--- src/rtl/mf_alu_pkg.sv ---
package mf_alu_pkg;
  typedef enum logic [2:0] {
    FN_ARITH = 3'b000,
    FN_AND   = 3'b001,
    FN_OR    = 3'b010,
    FN_XOR   = 3'b011,
    FN_SHIFT = 3'b100,
    FN_PASS  = 3'b101,
    FN_CMP   = 3'b110,
    FN_NONE  = 3'b111
  } alu_fn_e;
endpackage

--- src/rtl/mf_alu_addsub.sv ---
module mf_alu_addsub #(
  parameter int WIDTH = 32
) (
  input  logic [WIDTH-1:0] a_i,
  input  logic [WIDTH-1:0] b_i,
  input  logic             add_i,
  output logic [WIDTH-1:0] sum_o
);
  logic [WIDTH-1:0] b_eff;
  logic [WIDTH-1:0] cin;

  // subtract as A + ~B + 1; carry-out discarded
  assign b_eff = add_i ? b_i : ~b_i;
  assign cin   = {{(WIDTH-1){1'b0}}, ~add_i};
  assign sum_o = a_i + b_eff + cin;
endmodule

--- src/rtl/mf_alu_bitwise.sv ---
module mf_alu_bitwise
  import mf_alu_pkg::*;
#(
  parameter int WIDTH = 32
) (
  input  logic [WIDTH-1:0] a_i,
  input  logic [WIDTH-1:0] b_i,
  input  alu_fn_e          fn_i,
  output logic [WIDTH-1:0] y_o
);
  // one 4-entry truth table, indexed by {a,b}, serves every bit slice
  logic [3:0] lut;

  always_comb begin
    unique case (fn_i)
      FN_AND:  lut = 4'b1000;
      FN_OR:   lut = 4'b1110;
      FN_XOR:  lut = 4'b0110;
      FN_PASS: lut = 4'b1100;
      default: lut = 4'b0000;
    endcase
  end

  for (genvar i = 0; i < WIDTH; i++) begin : g_slice
    assign y_o[i] = lut[{a_i[i], b_i[i]}];
  end
endmodule

--- src/rtl/mf_alu_shifter.sv ---
module mf_alu_shifter #(
  parameter int WIDTH = 32,
  localparam int ShW = $clog2(WIDTH)
) (
  input  logic [WIDTH-1:0] a_i,
  input  logic [ShW-1:0]   amt_i,
  input  logic             left_i,
  input  logic             arith_i,
  output logic [WIDTH-1:0] y_o
);
  logic             fill;
  logic [WIDTH-1:0] stage [ShW+1];

  // a single right-shift chain; left shifts mirror the word on entry and exit
  assign fill = arith_i & ~left_i & a_i[WIDTH-1];

  for (genvar i = 0; i < WIDTH; i++) begin : g_in
    assign stage[0][i] = left_i ? a_i[WIDTH-1-i] : a_i[i];
  end

  for (genvar k = 0; k < ShW; k++) begin : g_stage
    localparam int Dist = 1 << k;
    assign stage[k+1] = amt_i[k] ? {{Dist{fill}}, stage[k][WIDTH-1:Dist]}
                                 : stage[k];
  end

  for (genvar i = 0; i < WIDTH; i++) begin : g_out
    assign y_o[i] = left_i ? stage[ShW][WIDTH-1-i] : stage[ShW][i];
  end
endmodule

--- src/rtl/mf_alu_compare.sv ---
module mf_alu_compare #(
  parameter int WIDTH = 32
) (
  input  logic             a_msb_i,
  input  logic             b_msb_i,
  input  logic [WIDTH-1:0] diff_i,
  input  logic             eq_en_i,
  input  logic             lt_en_i,
  output logic             hit_o
);
  logic is_eq;
  logic is_lt;

  assign is_eq = ~|diff_i;
  // differing signs decide directly; equal signs cannot overflow
  assign is_lt = (a_msb_i & ~b_msb_i) | (~(a_msb_i ^ b_msb_i) & diff_i[WIDTH-1]);
  assign hit_o = (eq_en_i & is_eq) | (lt_en_i & is_lt);
endmodule

--- src/rtl/mf_alu.sv ---
module mf_alu
  import mf_alu_pkg::*;
#(
  parameter int WIDTH = 32
) (
  input  logic [WIDTH-1:0] a_i,
  input  logic [WIDTH-1:0] b_i,
  input  logic             add_i,
  input  logic             left_i,
  input  logic             arith_i,
  input  logic             eq_en_i,
  input  logic             lt_en_i,
  input  logic [2:0]       func_i,
  output logic [WIDTH-1:0] y_o
);
  localparam int ShW = $clog2(WIDTH);

  alu_fn_e          fn;
  logic [WIDTH-1:0] sum;
  logic [WIDTH-1:0] bit_res;
  logic [WIDTH-1:0] shf_res;
  logic             cmp_hit;

  assign fn = alu_fn_e'(func_i);

  mf_alu_addsub #(.WIDTH(WIDTH)) u_addsub (
    .a_i   (a_i),
    .b_i   (b_i),
    .add_i (add_i),
    .sum_o (sum)
  );

  mf_alu_bitwise #(.WIDTH(WIDTH)) u_bitwise (
    .a_i  (a_i),
    .b_i  (b_i),
    .fn_i (fn),
    .y_o  (bit_res)
  );

  mf_alu_shifter #(.WIDTH(WIDTH)) u_shifter (
    .a_i     (a_i),
    .amt_i   (b_i[ShW-1:0]),
    .left_i  (left_i),
    .arith_i (arith_i),
    .y_o     (shf_res)
  );

  mf_alu_compare #(.WIDTH(WIDTH)) u_compare (
    .a_msb_i (a_i[WIDTH-1]),
    .b_msb_i (b_i[WIDTH-1]),
    .diff_i  (sum),
    .eq_en_i (eq_en_i),
    .lt_en_i (lt_en_i),
    .hit_o   (cmp_hit)
  );

  always_comb begin
    unique case (fn)
      FN_ARITH:                        y_o = sum;
      FN_AND, FN_OR, FN_XOR, FN_PASS:  y_o = bit_res;
      FN_SHIFT:                        y_o = shf_res;
      FN_CMP:                          y_o = {{(WIDTH-1){1'b0}}, cmp_hit};
      default:                         y_o = '0;
    endcase
  end
endmodule

--- config.mk ---
export PLATFORM = sky130hd
export DESIGN_NAME = mf_alu
export DESIGN_NICKNAME = d
export VERILOG_FILES = /design/src/rtl/mf_alu_pkg.sv /design/src/rtl/mf_alu_addsub.sv /design/src/rtl/mf_alu_bitwise.sv /design/src/rtl/mf_alu_shifter.sv /design/src/rtl/mf_alu_compare.sv /design/src/rtl/mf_alu.sv
export SDC_FILE = /design/constraint.sdc
export NUM_CORES = 1
export LEC_CHECK = 0
export ABC_CLOCK_PERIOD_IN_PS = 4700
export CELL_PAD_IN_SITES_DETAIL_PLACEMENT = 1
export CELL_PAD_IN_SITES_GLOBAL_PLACEMENT = 2
export CORE_AREA = 5 5 157 159
export DETAILED_ROUTE_END_ITERATION = 10
export DIE_AREA = 0 0 162 164
export PLACE_DENSITY = 0.77
export REMOVE_ABC_BUFFERS = 1
export SETUP_SLACK_MARGIN = 0.5
export SYNTH_ARGS = -nofsm -noshare
export SYNTH_HDL_FRONTEND = slang
export SYNTH_SLANG_ARGS = --single-unit
--- constraint.sdc ---
create_clock -name vclk -period 4.7
set_input_delay 0.705 -clock vclk [all_inputs]
set_output_delay 0.705 -clock vclk [all_outputs]
set_load 0.01 [all_outputs]
### After elaboration in Yosys (flattened, before gate mapping)

Index checks and enable logic that the tools add are counted.

* bitwise gates (word level): 14
* $add $sub $neg: 2
* magnitude comparators: 32
* eq/ne operators: 6
* mux-type cells: 136
* reductions and logical operators: 4

Operators by type and width (number)
* $mux 32: 6
* $pmux 32 s4: 1
* $lt 2x3->1 const B: 32
* $mux 1: 96
* $bmux 1 s2: 32
* $add 32x1->32: 1
* $add 32x32->32: 1
* $not 32->32: 1
* $reduce_or 32->1: 1
* $pmux 4 s4: 1
* $eq 3x3->1 const B: 3
* $and 1x1->1: 6
* $eq 3x2->1 const B: 2
* $not 1->1: 4
* $reduce_or 4->1: 1
* $eq 3x1->1 const B: 1
* $logic_not 3->1: 1
* $or 1x1->1: 2
* $logic_not 1->1: 1
* $xor 1x1->1: 1

* bits in registers: 0

### Longest topological paths before layout

* depth after elaboration: 10
* mapped depth: 14

### Hierarchy

A second synthesis with hierarchy kept.

* cells, all modules: 1081
* area, all modules: 8304.2 um^2

By module, submodules not included
* mf_alu_shifter: sequential area each 0.0 um^2, cells an instance 482, area an instance 3723.6 um^2, times used 1
* mf_alu_addsub: sequential area each 0.0 um^2, cells an instance 289, area an instance 2104.5 um^2, times used 1
* mf_alu: sequential area each 0.0 um^2, cells an instance 146, area an instance 1217.4 um^2, times used 1
* mf_alu_bitwise: sequential area each 0.0 um^2, cells an instance 148, area an instance 1127.3 um^2, times used 1
* mf_alu_compare: sequential area each 0.0 um^2, cells an instance 16, area an instance 131.4 um^2, times used 1

### Worst setup path before layout

OpenSTA, ideal clock, no wires.

* kind: input-to-output
* from: input b_i[1]
* to: output y_o[0]
* stages: 14
* slack: -0.305 ns
* arrival: 4.300 ns
* path through: clkbuf_1 -> clkbuf_1 -> clkbuf_1 -> xnor2_1 -> fa_1 -> a21oi_1 -> o221ai_1 -> a211oi_1 -> o211ai_1 -> a2111oi_2 -> nand4b_1 -> nor4_4 -> nand4_1 -> o211ai_2

* longest elaborated chain between the ends: 9
* elaborated cells on any way between the ends: 17

Ends and longest elaborated chain
* from (decl): line mf_alu.sv:7 `input logic [WIDTH-1:0] b_i,`
* $not 32->32: line mf_alu_addsub.sv:13 `assign b_eff = add_i ? b_i : ~b_i;`
* $mux 32: line mf_alu_addsub.sv:13
* $add 32x32->32: line mf_alu_addsub.sv:15 `assign sum_o = a_i + b_eff + cin;`
* $add 32x1->32: line mf_alu_addsub.sv:15
* $reduce_or 32->1 / $and 1x1->1 (equally long branches): line mf_alu_compare.sv:14, mf_alu_compare.sv:16
* $logic_not 1->1 / $or 1x1->1 (equally long branches): line mf_alu_compare.sv:14, mf_alu_compare.sv:16
* $and 1x1->1: line mf_alu_compare.sv:17 `assign hit_o = (eq_en_i & is_eq) | (lt_en_i & is_lt);`
* $or 1x1->1: line mf_alu_compare.sv:17
* $pmux 32 s4 *: line mf_alu.sv:58 `unique case (fn)`
* to (decl): line mf_alu.sv:14 `output logic [WIDTH-1:0] y_o`

Every way passes the cells marked *; elsewhere a longest branch is shown, timed or not.

### Final worst setup path

* from: input add_i
* to: output y_o[0]

* longest elaborated chain between the ends: 8
* elaborated cells on any way between the ends: 12

Ends and longest elaborated chain
* from (decl): line mf_alu.sv:8 `input logic add_i,`
* $mux 32: line mf_alu_addsub.sv:13
* $add 32x32->32: line mf_alu_addsub.sv:15
* $add 32x1->32 *: line mf_alu_addsub.sv:15
* $reduce_or 32->1 / $and 1x1->1 (equally long branches): line mf_alu_compare.sv:14, mf_alu_compare.sv:16
* $logic_not 1->1 / $or 1x1->1 (equally long branches): line mf_alu_compare.sv:14, mf_alu_compare.sv:16
* $and 1x1->1: line mf_alu_compare.sv:17
* $or 1x1->1: line mf_alu_compare.sv:17
* $pmux 32 s4 *: line mf_alu.sv:58

Marked as above.

==> out/metrics.yaml <==
routed_via_density: 5.93
syn_area_per_cell_sq_um: 6.86
drt_iter0_markers: 691
drcViolationCount: 0
grt_pass1_wl_mm: 52.2
synthTopCellsByArea: "mux4_2, a21oi_1, nor2_1, o21ai_0, mux2i_1"
cap_violations: 0
rsz0062_at_grt: "yes"
criticalPathCategory: "in -> out"
hp-class: "in -> out"
antenna_found_initial: 0
synth_top_family_by_area: "compound AO/OA/AOI/OAI gates"
drtPass1Iterations: 5
yosys.area_share.adder: 0.0687
port_buffers: 104
num_rows: 56
hold_viol: 0
syn_inst: 919
yosysWarnings: 0
muxShareOfSynthArea: 0.233
placed_cells: 1485
fin_total_pwr_w: 0.00205
fin_ws_ns: -0.0930
synth_compound_area_frac: 0.350
synthToLayoutAreaGrowth_pct: 71.0
layout.area.seq_sq_um: 0
initial_core_util: 0.273
violations: "negative setup slack"
synth-xor-area-share: 0.0806
startpoint: "add_i"
die_h_um: 164
cts_hold_buf: 0
crit_path_cell_trace: "buf_12 > buf_12 > buf_16 > xnor2_2 > ha_1 > nand4_1 > or3_4 > a2111oi_4 > or3_4 > a311oi_4 > buf_4 > buf_6 > xnor2_4 > a211oi_2 > nand4_1 > o211ai_2 > buf_2"
outcome: "finished, violations left"
drive_gt1_frac: 0.461
period_needed_ns: 4.79
crit_required_ns: 3.99
layout.cells.non_filler: 1541
synth_top_area_cell: "mux4_2"
die_w_um: 162
cp_slowest_cell: "a2111oi_4"
final_nets: 1359
wl_mm: 37.3
synth_top_area_share: 0.118
synth-simple-area-share: 0.204
syn_area_sq_um: 6300
seq_area_frac_synth: 0
slew_viol_final: 0
ant_nets: 0
final-setup-viol-count: 3
ys_types: 74
fin_crit_sh: 1.02
gr-usage-all-layers: 0.248
end_kind: "output pin"
seq_cells: 0
power.density_nw_per_um2: 191
worstHoldStart: "a_i[31]"
diodes: 0
max_stage_delay_ns: 0.47
crit_arrival_ns: 4.09
dr_total_vias: 9135
gp_congestion: 0.947
io-pin-count: 104
place_hpwl_mm: 26.9
max_slew_margin: 0.450
max_freq_mhz: 209
ir_worst_vdd_mv: 0.109
tightest_slew_ns: 0.826
fin_util: 0.466
dieArea_sq_um: 26600
critical_path.startpoint_type: "input port"
p_leak_nw: 4.67
clock_buffers: 0
core_area_sq_um: 23100
routedWlPerCell_um: 24.2
cp_max_fo: 6
grt_max_degree: 73
grt_overflow_total: 0
grt_pass1_vias: 9151
## metal layers
metal | wire, um | part of all wire | track usage | up-vias
met5 | 0 | 0 | 0 | -
met3 | 1780 | 0.048 | 0.0231 | 110
li1 | - | - | - | 4140
met1 | 14800 | 0.40 | 0.310 | 4540
met2 | 19000 | 0.51 | 0.452 | 345
met4 | 1740 | 0.047 | 0.0742 | 0
## path summary, 6_finish.rpt
| kind | to | depth (start not counted) | slack (ns) |
|---|---|---|---|
| max | y_o[0] | 17 | -0.09 |
| min | y_o[31] | 4 | 1.96 |
## cells in the mapped netlist, types with 3 or more instances
cell	n
a2111oi_0	3
a211oi_1	11
a21o_1	13
a21oi_1	95
a21oi_2	3
a221o_1	3
a221oi_1	3
a22oi_1	3
a31oi_1	8
a32oi_1	12
and2_1	6
and3_1	9
buf_1	9
buf_2	11
clkbuf_1	57
ha_1	33
inv_1	21
mux2_2	26
mux2i_1	42
mux4_2	33
nand2_1	79
nand2b_1	6
nand3_1	6
nand3b_1	3
nand4_1	8
nor2_1	124
nor2b_1	6
nor3_1	10
o211ai_1	24
o21a_1	8
o21ai_0	92
o21ai_1	8
o21bai_1	3
o221ai_1	15
o22ai_1	5
o31ai_1	8
or2_2	4
or3_1	7
xnor2_1	48
xor2_1	10
## placed cells by master, fill, tap and decap left out, types with 7 or more instances in the layout
cell type / netlist / routed
a211oi_1: 11 / 8
a21o_1: 13 / 13
a21oi_1: 95 / 71
a21oi_2: 3 / 21
a32oi_1: 12 / 10
and3_1: 9 / 7
buf_12: 0 / 7
buf_2: 11 / 29
buf_4: 1 / 266
buf_6: 1 / 32
clkbuf_2: 0 / 9
clkdlybuf4s50_1: 0 / 13
dlygate4sd2_1: 0 / 37
dlymetal6s2s_1: 0 / 9
ha_1: 33 / 18
ha_4: 0 / 10
inv_1: 21 / 21
mux2_2: 26 / 21
mux2i_1: 42 / 32
mux2i_2: 0 / 8
mux4_2: 33 / 33
nand2_1: 79 / 76
nand4_1: 8 / 8
nor2_1: 124 / 118
nor3_1: 10 / 10
o211ai_1: 24 / 24
o21a_1: 8 / 7
o21ai_0: 92 / 68
o21ai_1: 8 / 14
o21ai_2: 2 / 16
o221ai_1: 15 / 11
xnor2_1: 48 / 21
xnor2_2: 0 / 20
xnor2_4: 0 / 7
## cell type report
cell class	instances	area, sq um
well taps	290	363
repair buffers	411	3400
fillers	2810	12300
multi-input cells	819	6940
inverters	21	78.8
## worst max-delay path: cells and delay by family
family / cells / cell delay, ns
AOI/OAI and AO/OA: 4 / 0.92
xor gates and xnor gates: 2 / 0.26
adders and majority gates: 1 / 0.32
buffers and inverters: 6 / 0.82
and+or+nand+nor: 4 / 1.03
## stage by stage
stage                     setup WS, ns  setup TNS [ns]  hold slack, ns  instance area, sq um
after CTS                        0.128               0            2.13                 10200
final                          -0.0930          -0.132            1.96                 10800
after detailed placement        -0.635           -6.80            2.49                  9280
after floorplan                  0.565               0            1.50                  5980
after global placement          -0.627           -6.47            2.46                  9280
after global routing            -0.158          -0.361            2.02                 10800
## cell families after synthesis
kind of cell | count (synthesis)
mux | 102
buf+inv | 100
xor+xnor | 58
compound gates | 343
simple gates | 282
fa+ha+maj | 34
## timing repair
action,in CTS,in global routing
gates cloned,2,0
hold endpoints to repair,0,0
resized for setup,280,139
setup endpoints to repair,32,32
setup buffers,34,20
pin swaps,82,58
## power by group
| group | switching (W) | leakage (nW) | total, W | internal, W |
|---|---|---|---|---|
| logic | 0.00104 | 4.67 | 0.00205 | 0.00101 |
| clock network | 0 | 0 | 0 | 0 |
| registers | 0 | 0 | 0 | 0 |
| total | 0.00104 | 4.67 | 0.00205 | 0.00101 |
(Power assumes the default switching activity.)
